--- src/rtl/osc_ctrl_pkg.sv ---
package osc_ctrl_pkg;
  localparam int CAL_W    = 8;
  localparam int TRIM_W   = 5;
  localparam int TRIM_RST = 16;
  localparam int OSC_N    = 2;
  localparam int OSC_INT  = 0;
  localparam int OSC_EXT  = 1;

  localparam int POS_INT_EN  = 0;
  localparam int POS_INT_RDY = 1;
  localparam int POS_TRIM    = 3;
  localparam int POS_CAL     = 8;
  localparam int POS_EXT_EN  = 16;
  localparam int POS_EXT_RDY = 17;
  localparam int POS_BYP     = 18;

  typedef struct packed {
    logic              byp;
    logic              ext_en;
    logic              int_en;
    logic [TRIM_W-1:0] trim;
  } osc_sw_t;
endpackage

--- src/rtl/osc_ready_track.sv ---
module osc_ready_track #(
  parameter int START_TICKS = 4,
  parameter int STOP_TICKS  = 6
) (
  input  logic clk,
  input  logic rst_n,
  input  logic en,
  input  logic tick,
  output logic rdy
);
  localparam int MAXC = (START_TICKS > STOP_TICKS) ? START_TICKS : STOP_TICKS;
  localparam int CW   = $clog2(MAXC + 1);

  logic [CW-1:0] cnt;
  logic [CW-1:0] limit;

  assign limit = rdy ? CW'(STOP_TICKS - 1) : CW'(START_TICKS - 1);

  always_ff @(posedge clk or negedge rst_n) begin
    if (!rst_n) begin
      rdy <= 1'b0;
      cnt <= '0;
    end else if (en == rdy) begin
      cnt <= '0;
    end else if (tick) begin
      if (cnt == limit) begin
        rdy <= en;
        cnt <= '0;
      end else begin
        cnt <= cnt + 1'b1;
      end
    end
  end

  assert_rdy_hold_R5: assert property (@(posedge clk) disable iff (!rst_n)
    rdy && (en || !tick) |=> rdy);
  assert_rdy_quiet_R4: assert property (@(posedge clk) disable iff (!rst_n)
    !rdy && (!en || !tick) |=> !rdy);
  assert_fall_after_clear_R5: assert property (@(posedge clk) disable iff (!rst_n)
    $fell(rdy) |-> !$past(en));
endmodule

--- src/rtl/osc_trim_sum.sv ---
module osc_trim_sum #(
  parameter int CAL_W  = 8,
  parameter int TRIM_W = 5
) (
  input  logic [CAL_W-1:0]  cal,
  input  logic [TRIM_W-1:0] trim,
  output logic [CAL_W-1:0]  eff
);
  logic [CAL_W:0] sum;

  assign sum = {1'b0, cal} + (CAL_W+1)'(trim);
  assign eff = sum[CAL_W] ? {CAL_W{1'b1}} : sum[CAL_W-1:0];

  always_comb begin
    assert_trim_floor_R10: assert (eff >= cal && eff >= CAL_W'(trim));
  end
endmodule

--- src/rtl/osc_ctrl_reg.sv ---
module osc_ctrl_reg
  import osc_ctrl_pkg::*;
#(
  parameter int START_TICKS = 4,
  parameter int STOP_TICKS  = 6
) (
  input  logic        clk,
  input  logic        rst_n,
  input  logic        reg_we,
  input  logic [3:0]  reg_be,
  input  logic [31:0] reg_wdata,
  output logic [31:0] reg_rdata,
  input  logic [7:0]  cal_init,
  input  logic        int_tick,
  input  logic        ext_tick,
  input  logic        lp_enter,
  input  logic        lp_exit,
  input  logic        ext_fail,
  input  logic        sysclk_uses_int,
  input  logic        sysclk_uses_ext,
  output logic        int_en,
  output logic        ext_en,
  output logic        ext_byp,
  output logic [7:0]  eff_trim
);
  osc_sw_t          sw_q, sw_d;
  logic [CAL_W-1:0] cal_q;
  logic [OSC_N-1:0] en_v, tick_v, rdy_v;
  logic             wr_lo, wr_hi, force_int;
  logic             unused_ok;

  assign wr_lo     = reg_we & reg_be[0];
  assign wr_hi     = reg_we & reg_be[2];
  assign force_int = lp_exit | (ext_fail & sysclk_uses_ext);

  always_comb begin
    sw_d = sw_q;
    if (wr_lo) begin
      sw_d.int_en = reg_wdata[POS_INT_EN] | (sw_q.int_en & sysclk_uses_int);
      sw_d.trim   = reg_wdata[POS_TRIM +: TRIM_W];
    end
    if (wr_hi) begin
      sw_d.ext_en = reg_wdata[POS_EXT_EN] | (sw_q.ext_en & sysclk_uses_ext);
      if (!sw_q.ext_en) sw_d.byp = reg_wdata[POS_BYP];
    end
    if (force_int) sw_d.int_en = 1'b1;
    if (lp_enter)  sw_d.ext_en = 1'b0;
  end

  always_ff @(posedge clk or negedge rst_n) begin
    if (!rst_n) begin
      sw_q.byp    <= 1'b0;
      sw_q.ext_en <= 1'b0;
      sw_q.int_en <= 1'b1;
      sw_q.trim   <= TRIM_W'(TRIM_RST);
    end else begin
      sw_q <= sw_d;
    end
  end

  always_ff @(posedge clk) begin
    if (!rst_n) cal_q <= cal_init;
  end

  assign en_v[OSC_INT]   = sw_q.int_en;
  assign en_v[OSC_EXT]   = sw_q.ext_en;
  assign tick_v[OSC_INT] = int_tick;
  assign tick_v[OSC_EXT] = ext_tick;

  generate
    for (genvar g = 0; g < OSC_N; g++) begin : g_track
      osc_ready_track #(
        .START_TICKS(START_TICKS),
        .STOP_TICKS (STOP_TICKS)
      ) u_track (
        .clk  (clk),
        .rst_n(rst_n),
        .en   (en_v[g]),
        .tick (tick_v[g]),
        .rdy  (rdy_v[g])
      );
    end
  endgenerate

  osc_trim_sum #(.CAL_W(CAL_W), .TRIM_W(TRIM_W)) u_trim (
    .cal (cal_q),
    .trim(sw_q.trim),
    .eff (eff_trim)
  );

  always_comb begin
    reg_rdata = '0;
    reg_rdata[POS_INT_EN]            = sw_q.int_en;
    reg_rdata[POS_INT_RDY]           = rdy_v[OSC_INT];
    reg_rdata[POS_TRIM +: TRIM_W]    = sw_q.trim;
    reg_rdata[POS_CAL +: CAL_W]      = cal_q;
    reg_rdata[POS_EXT_EN]            = sw_q.ext_en;
    reg_rdata[POS_EXT_RDY]           = rdy_v[OSC_EXT];
    reg_rdata[POS_BYP]               = sw_q.byp;
  end

  assign int_en  = sw_q.int_en;
  assign ext_en  = sw_q.ext_en;
  assign ext_byp = sw_q.byp;

  assign unused_ok = ^{reg_be[3], reg_be[1], reg_wdata[31:19], reg_wdata[17],
                       reg_wdata[15:8], reg_wdata[2:1]};

  assert_byp_lock_R3: assert property (@(posedge clk) disable iff (!rst_n)
    sw_q.ext_en |=> sw_q.byp == $past(sw_q.byp));
  assert_lp_clear_R6: assert property (@(posedge clk) disable iff (!rst_n)
    lp_enter |=> !ext_en);
  assert_ext_keep_R7: assert property (@(posedge clk) disable iff (!rst_n)
    ext_en && sysclk_uses_ext && !lp_enter |=> ext_en);
  assert_int_force_R8: assert property (@(posedge clk) disable iff (!rst_n)
    lp_exit || (ext_fail && sysclk_uses_ext) |=> int_en);
  assert_int_keep_R9: assert property (@(posedge clk) disable iff (!rst_n)
    int_en && sysclk_uses_int |=> int_en);
endmodule

--- config.mk ---
export PLATFORM = sky130hd
export DESIGN_NAME = osc_ctrl_reg
export DESIGN_NICKNAME = d
export VERILOG_FILES = /design/src/rtl/osc_ctrl_pkg.sv /design/src/rtl/osc_ready_track.sv /design/src/rtl/osc_trim_sum.sv /design/src/rtl/osc_ctrl_reg.sv
export SDC_FILE = /design/constraint.sdc
export NUM_CORES = 1
export LEC_CHECK = 0
export BUFFER_PORTS_ARGS = -buffer_cell sky130_fd_sc_hd__buf_2
export CAP_MARGIN = 20
export CORE_MARGIN = 1.5
export CORE_UTILIZATION = 35
export DETAILED_ROUTE_END_ITERATION = 7
export PLACE_DENSITY_LB_ADDON = 0.08
export SLEW_MARGIN = 20
export SYNTH_ARGS = -nofsm -noshare
export SYNTH_HDL_FRONTEND = slang
export SYNTH_SLANG_ARGS = --single-unit
--- constraint.sdc ---
create_clock -name clk -period 2.6 [get_ports clk]
set_input_delay 0.65 -clock clk [delete_from_list [all_inputs] [get_ports clk]]
set_output_delay 0.65 -clock clk [all_outputs]
set_load 0.01 [all_outputs]
==> metrics list, run 1 <==
- Number of violations reported at the end of detailed-routing iteration 0: 27
- Unrepaired setup endpoints after global routing: yes
- Power per Cell Area: roughly 630 nW/um2
- Largest vdd supply drop: ~0.28 mV
- Of the total power, the share spent switching nets is 0.323.
- For flop-to-flop paths, the worst setup slack is about 1.2 ns.
- Power share of the clock group: 0.197
* Number of nets with antenna violations after routing: 0
- Once detailed placement completed, the half-perimeter wirelength came to about 2.4 mm.
- Data on the critical path is required at its endpoint by approximately 2.0 ns.
* Overall track demand over capacity in global routing: 0.141
* Die width: approximately 67 um
* Initial core utilization: 0.363
* Met3 routing resource usage after global routing: 0.0300
- Counting I/O delays and the setup requirement, the final critical path takes between 2 and 3 ns.
- Max Slew Vio Count: 0
- After the last flow step, the layout net total stands at roughly 270.
- The flow ran to the end, but the final reports show violations.
- TritonCTS built the clock tree.
- Endpoint kind of the worst setup timing path: output port
- Using the TritonRoute via totals, the vias-per-cell ratio works out to around 4.7.
- Maximum number of pins on one net before global-route repair: 17
* Area taken by multi-input logic gates: approximately 800 um2
- Share of cells above drive strength 1: 0.467
- Worst reg2reg path startpoint: g_track[1].u_track.rdy$_DFFE_PN0P_
* Hold_buf cts: 0
- Final Worst Setup Slack: -0.206 ns
- Die footprint: 4540 um2
* Count of H-tree levels built during CTS: 1
- Total internal power: between 0.8 and 0.9 mW
- In this run the vertical extent of the chip is approximately 67 um.
- The worst register-to-register path ends at g_track[1].u_track.rdy$_DFFE_PN0P_.
- After detailed routing, the total wire length is a little under 3 mm.
- Across all layers, the routed design uses approximately 1200 vias.
- The checks that failed: setup timing.
* Final period utilization: 1.08
- Number of cells traversed by the worst register-to-register path: 4
- After technology mapping, the gate count stands at 143.
- Cell at the root of the clock tree: clkbuf_8
- Post-synthesis sequential element count: 24
- Along the worst path, the maximum fanout reaches 3.
* Worst Path Arrival: about 2.2 ns
- Fill cells in the final layout number 402.
- The first global-routing pass estimated between 4 and 5 mm of wire.
* Antenna violations before repair: 0
- # port buffers: 56
- 0 antenna diodes ended up in the layout.
* First-pass iteration count of the detailed router: 4
- The region available for standard cell placement spans 4000 um2.
- The share of the Yosys chip area taken by registers is 0.443.
* Switching Power: ~0.4 mW
- In the final routed layout, each cell accounts on average for 11.3 um.
- Area taken by flip-flops and latches: approximately 640 um2
- Average size of a mapped cell: about 10 um2
- Setup violations remaining at the end of the flow were counted as 8.
- Number of hold violations in the final report: 0
* Fraction of the core area covered by cells at the end of the flow: 0.490
- After clock tree synthesis, the clock-pin slew on the worst setup and hold paths is approximately 0.080 ns.
- Counting the buffers created by CTS gives 3.
* Standby leakage power: around 0.94 nW
- Across the run, the number of max-cap violations was 0.
* Post-route DRC: 0
- Maximum clock frequency: between 300 and 400 MHz
* Hold WC Path Type: primary input to async pin
* Number of placement rows: 23
- Of the post-synthesis cell area, the dominant cell type holds 0.241.
- Summed over all failing endpoints, the final setup total negative slack is -1.26 ns.
- The via count of the first global-routing pass is approximately 1100.
* Register share of total power: 0.418
* Classification of the worst setup path: flip-flop to output port
- Ranked by total cell area, the synthesized netlist is headed by dfrtp_1 24%, edfxtp_1 17%, buf_4 9.8%.
- Maximum buffer depth of the clock tree: 2
* Cell type contributing the most total cell area after synthesis: dfrtp_1
- Setup skew after layout: approximately 0.0044 ns
- Worst Setup Start Kind: flip-flop
* Area growth, synth to finish: 35.2%
* Global-route track usage on met2: 0.254
- Clock tree synthesis found a total of 24 sinks.
- Count of warnings emitted by yosys: 0
* Most crowded layer after global routing: met2
- For the worst-skew pair, the clock arrives at the later sink with an insertion delay of between 0.2 and 0.3 ns.
* Global placer's final weighted congestion: slightly below 0.8
- Of the total power, combinational logic draws 0.385.
* Sum of overflow across all layers after global routing: 0
- Boundary Pins: 97
- For met1 alone, demand over resource in global routing was 0.166.
- After synthesis the cells add up to between 1000 and 1500 um2.
- The synthesized netlist contains 28 unique library cells.
## synth_stat cells
cell type	count
xnor2_1	6
o21ai_0	10
nor3b_1	4
dfrtp_1	14
edfxtp_1	8
buf_4	19
ha_1	7
and3_1	1
nand2b_1	3
o2111ai_1	1
conb_1	1
a21o_1	1
dfstp_2	2
xor2_1	2
or3b_1	1
and3_2	1
and3b_1	2
mux2_2	9
fa_1	1
nor2_1	9
a21oi_1	6
a211oi_1	1
nor4b_1	1
nand3_1	9
nor3_1	5
a221o_1	1
nand2_1	14
inv_1	4
## through the flow
step	total power, mW	setup WS (ns)	hold WS [ns]	cells	cell area [um2]
2_1_floorplan	0.791	0.00736	0.354	156	1510
3_3_place_gp	0.913	-0.135	0.506	251	1770
3_5_place_dp	0.924	-0.136	0.518	251	1770
4_1_cts	1.22	-0.228	0.336	259	1920
5_1_grt	1.33	-0.312	0.345	260	1960
6_report	1.23	-0.206	0.332	260	1960
## worst max-delay path by stage
stage	start	cells past startpoint	slack [ns]	endpoint
2_1_floorplan	cal_q[0]$_DFFE_PN_	6	0.007	eff_trim[6]
3_3_place_gp	cal_q[0]$_DFFE_PN_	7	-0.13	eff_trim[6]
3_5_place_dp	cal_q[0]$_DFFE_PN_	7	-0.14	eff_trim[6]
4_1_cts	cal_q[0]$_DFFE_PN_	7	-0.23	eff_trim[6]
5_1_grt	cal_q[0]$_DFFE_PN_	8	-0.31	eff_trim[7]
6_report	cal_q[0]$_DFFE_PN_	7	-0.21	eff_trim[6]
## metal layers
| layer | wire, um | up-vias |
|---|---|---|
| li1 | - | 604 |
| met1 | 1210 | 554 |
| met2 | 1490 | 50 |
| met3 | 235 | 2 |
| met4 | 17 | 0 |
| met5 | 0 | - |
## cell type report
type / count / area share
Clock buffer: 4 / 0.0281
Multi-Input combinational cell: 109 / 0.408
Sequential cell: 24 / 0.328
Tap cell: 50 / 0.0319
Inverter: 4 / 0.00765
Timing Repair Buffer: 69 / 0.196
## cells in the final DEF (no fill, tap or decap), drive strengths merged, types with 2 or more instances in the layout
| master | instances |
|---|---|
| nand2 | 14 |
| o21ai | 10 |
| and3b | 2 |
| nor3b | 4 |
| xor2 | 2 |
| clkbuf | 4 |
| a21oi | 6 |
| inv | 4 |
| and3 | 2 |
| nand2b | 3 |
| nand3 | 9 |
| mux2 | 9 |
| ha | 7 |
| conb | 14 |
| dfstp | 2 |
| nor3 | 5 |
| dfrtp | 14 |
| edfxtp | 8 |
| xnor2 | 6 |
| nor2 | 9 |
| buf | 69 |
## logic make-up (layout without fill, tap and decap cells)
group | Yosys count | count (layout) | synth area share
and+or+nand+nor | 50 | 50 | 0.175
DFF | 24 | 24 | 0.443
buffers and inverters | 23 | 77 | 0.109
AOI/OAI and AO/OA | 20 | 20 | 0.0785
muxes | 9 | 9 | 0.0698
adders and majority gates | 8 | 8 | 0.0741
xor gates and xnor gates | 8 | 8 | 0.0483
other | 1 | 14 | 0.00258
## power by group through the flow
| stage | Combinational, mW | Sequential [mW] | Clock, mW |
|---|---|---|---|
| finish | 0.475 | 0.516 | 0.243 |
| global route | 0.538 | 0.526 | 0.270 |
| CTS | 0.455 | 0.514 | 0.253 |
| detailed placement | 0.404 | 0.520 | 0 |
| global placement | 0.396 | 0.517 | 0 |
| floorplan | 0.271 | 0.520 | 0 |
## state kept, by name, indices dropped and copies added (netlist names)
signal,count
int_en,1
g_track.u_track.rdy,2
g_track.u_track.cnt,6
reg_rdata,5
ext_en,1
ext_byp,1
cal_q,8
## critical path: stages (launching register included)
cell      delay (ns)
edfxtp_1        0.40
ha_2            0.20
fa_2            0.37
a211oi_4        0.24
nor2_2          0.10
o21ai_2         0.14
mux2_4          0.31
buf_2           0.14
## repair_timing
action                     in CTS  in global routing
setup buffers                   4                  1
pin swaps                       6                  2
setup endpoints to repair       8                  8
gates resized for setup        15                  5
No activity file was read; power rests on OpenSTA's default activity.
==> run 2, diff against run 1 <==
- ABC_AREA: default -> 1
==> metrics list, run 2 <==
- Outcome: finished clean
- The worst ir drop on vdd came to 0.264 mV (-4.3%).
* First-pass iteration count of the detailed router: 4 (unchanged)
* Number of buffers created by CTS: 3 (unchanged)
- Number of hold violations in the final report: 0 (unchanged)
* Unrepaired setup endpoints after global routing: yes
* Worst-path clk slew: 0.08 ns (about the same)
- Vias in the first global route: 1033 (-8.5%)
- Worst setup path endpoint: eff_trim[1]
* Global placer's final weighted congestion: 0.774 (about the same)
- Number of placement rows: 23 (unchanged)
- Worst reg2reg path startpoint: ext_en$_DFFE_PN0P_
- Worst Path Arrival: 1.87 ns (-0.29 ns)
- Leaving out fill and tap cells, the most frequent cell in the layout is buf_2.
* Vias post-DR: 1270 (+5.0%)
- The count of inserted antenna diode cells was 0 (unchanged).
- Clock tree from TritonCTS: yes
* Min Clock Period, post-route: 2.52 ns (-0.291 ns)
- Cells after Synth: 181 (+27%)
- Cell at the root of the clock tree: clkbuf_8
- The initial antenna violation count was 0 (unchanged).
* Standby leakage power: 1.03 nW (+9.8%)
- The number of different library cells in the post-synthesis netlist is 29 (+3.6%).
- In the post-synthesis netlist, the cell with the most instances is nand2_1.
- Sum of overflow across all layers after global routing: 0 (unchanged)
- Largest register by flop count: cal_q
- The sequential-to-total area share from yosys stat came to 0.424 (-0.0194).
- Slowest Stage Delay on Critical Path: 0.40 ns (about the same)
- Total standard cell area after synthesis: 1520 um2 (+4.6%)
- Floorplan die height: 68.9 um (+2.2%)
* Async S/R FF share, synth: 0.667 (unchanged)
- Number of cells traversed by the worst register-to-register path: 6 (+2)
* Maximum buffer depth of the clock tree: 2 (unchanged)
* Biggest area contributors in the synthesized netlist: dfrtp_1 23%, edfxtp_1 16%, nand2_1 12%
- The achievable clock frequency was 398 MHz (+12%).
* Beginning of the critical path: reg_rdata[3]$_DFFE_PN0P_
* Layout fillers: 430 (+7.0%)
- Worst Hold Margin: 0.337 ns (+0.00513 ns)
- Vias per std cell: 4.39 (-5.6%)
- The number of enable flip-flop cells after synthesis was 8 (unchanged).
- Count of warnings emitted by yosys: 0 (unchanged)
- The port buffer count is 56 (unchanged).
* Max Slew Vio Count: 0 (unchanged)
- Post-route DRC: 0 (unchanged)
- The number of DRC markers after the initial detailed-route iteration is 38 (+41%).
- The number of register bits inferred by synthesis was 24 (unchanged).
- Post-route total power: 1.22 mW (-0.73%)
- Power per Cell Area: 649 nW/um2 (+3.3%)
- The post-route core utilization is 0.461 (-0.0290).
- Register-to-register path setup slack: 1.51 ns (+0.34 ns)
- The first-pass GRT wire length is 4.52 mm (-7.5%).
- Sorting the synthesized cells by how often they occur yields 49 x nand2_1, 19 x buf_4, 18 x inv_1.
- Initial core utilization: 0.371 (+0.00856)
- The post-synthesis average cell area was 8.39 um2 (-17%).
- The summed area of non-filler cells in the final layout came to 1890 um2 (-3.9%).
- Maximum number of pins on one net before global-route repair: 17 (unchanged)
- Die footprint: 4740 um2 (+4.4%)
- Area growth, synth to finish: 24.2%
- Number of max-cap violations: 0 (unchanged)
* Endpoint kind of the worst setup timing path: output port
* Setup skew after layout: 0.00281 ns (-0.00162 ns)
- Number of nets with antenna violations after routing: 0 (unchanged)
* Estimated wirelength of the detail-placed design: 2.48 mm (+5.2%)
- Final wirelength: 2.97 mm (+0.78%)
- The post-detailed-placement cell area is 1770 um2 (+0.50%).
- The total global-route track usage was 0.127 (-0.0140).
* Final period utilization: 0.967 (-0.112)
- Worst-Skew Late Latency: 0.26 ns (about the same)
- The share of Yosys cell area claimed by the top area cell type was 0.231 (-0.0105).
* Largest fanout of any net on the critical path: 3 (unchanged)
- Among the stages of the critical path, the cell type that occurs most often is nand2_2.
* Commonest cells after routing, fill and taps aside: 56 x buf_2, 47 x nand2_1, 18 x inv_1, 16 x nand3_1
- Die width: 68.9 um (+2.2%)
* Commonest register cell after synthesis: dfrtp_1
- Boundary Pins: 97 (unchanged)
- Worst-path cell chain: ha_2 > fa_2 > nand2_2 > nand2_2 > nand3_2 > nand2_4 > or2_1 > buf_2
* Reg2reg end: g_track[1].u_track.cnt[2]$_DFFE_PN0P_
- Required @ worst endpoint: 1.95 ns (about the same)
* Worst Setup Start Kind: flip-flop
- The number of flip-flops in the largest register came to 8 (unchanged).
- The H-tree depth is 1 (unchanged).
- Classification of the worst setup path: flip-flop to output port
- The fraction of final layout cells sized beyond drive strength 1 came to 0.347 (-0.119).
* Hold_buf cts: 0 (unchanged)
- The area of the placeable core is 4090 um2 (+2.2%).
- CP max-delay cell: dfrtp_1
* Cell type contributing the most total cell area after synthesis: dfrtp_1
- Layout net count: 302 (+11%)
* Hold WC Path Type: primary input to async pin
- Clock Sinks: 24 (unchanged)
- Post-detailed-route wirelength per cell: 10.3 um (-9.3%)
- Final setup fails: 0 (-8)
[run 2: layout make-up]
| cell class | count | area (um2) | area share |
|---|---|---|---|
| multi-input combinational | 132 | 724 | 0.384 |
| sequential | 24 | 643 | 0.341 |
| timing repair buffer | 60 | 310 | 0.165 |
| inverter | 19 | 73.8 | 0.0392 |
| tap | 50 | 62.6 | 0.0332 |
| clock buffer | 3 | 41.3 | 0.0219 |
| clock inverter | 1 | 30.0 | 0.0159 |
[run 2: worst max-delay path, delay by kind of cell (launching register included)]
family | cells | cell delay, ns
adder cells (fa/ha/maj) | 2 | 0.55
flip-flops | 1 | 0.40
buffers and inverters | 1 | 0.14
AND/OR/NAND/NOR | 5 | 0.51
[run 2: routing by layer]
metal,up-vias,global-route usage,routed length (um)
met5,-,0,0
li1,667,-,-
met2,47,0.204,1350
met3,2,0.0276,241
met4,0,0.0368,17
met1,554,0.171,1370
[run 2: how the worst min path moves through the flow]
stage,start,endpoint,cells past startpoint
after floorplan,rst_n,ext_byp$_DFFE_PN0P_,0
after global placement,g_track[0].u_track.cnt[0]$_DFFE_PN0P_,g_track[0].u_track.cnt[0]$_DFFE_PN0P_,2
after detailed placement,g_track[0].u_track.cnt[0]$_DFFE_PN0P_,g_track[0].u_track.cnt[0]$_DFFE_PN0P_,2
after CTS,rst_n,g_track[0].u_track.cnt[1]$_DFFE_PN0P_,2
after global routing,rst_n,g_track[0].u_track.cnt[1]$_DFFE_PN0P_,2
final,rst_n,g_track[0].u_track.cnt[0]$_DFFE_PN0P_,2
[run 2: logic make-up (layout without fill, tap and decap cells)]
logic type               after synthesis  in the layout  share of synthesized area
buffers and inverters                 38             83                      0.141
AO/OA/AOI/OAI                         14             14                     0.0519
flip-flops                            24             24                      0.424
adder cells (fa/ha/maj)                8              8                     0.0709
other                                  1             14                    0.00247
multiplexers                           5              5                     0.0371
AND/OR/NAND/NOR                       88             88                      0.256
XOR/XNOR                               3              3                     0.0173
[run 2: repair_timing]
item,in CTS,in global routing
setup endpoints to repair,8,8
setup buffers,1,2
pin swaps,0,0
gates resized for setup,1,5
[run 2: metrics by stage]
stage	setup slack (ns)	setup TNS [ns]	instances
finish	0.0845	0	289
CTS	0.00253	0	287
detailed placement	0.231	0	282
global placement	0.241	0	282
global route	-0.0249	-0.0463	289
floorplan	0.389	0	194
[run 2: report_power, final]
| group | leakage (nW) | switching, mW | total, mW | internal [mW] |
|---|---|---|---|---|
| clock | 0.0357 | 0.111 | 0.317 | 0.205 |
| combinational | 0.714 | 0.227 | 0.409 | 0.182 |
| sequential | 0.280 | 0.0527 | 0.499 | 0.447 |
| total | 1.03 | 0.391 | 1.22 | 0.833 |
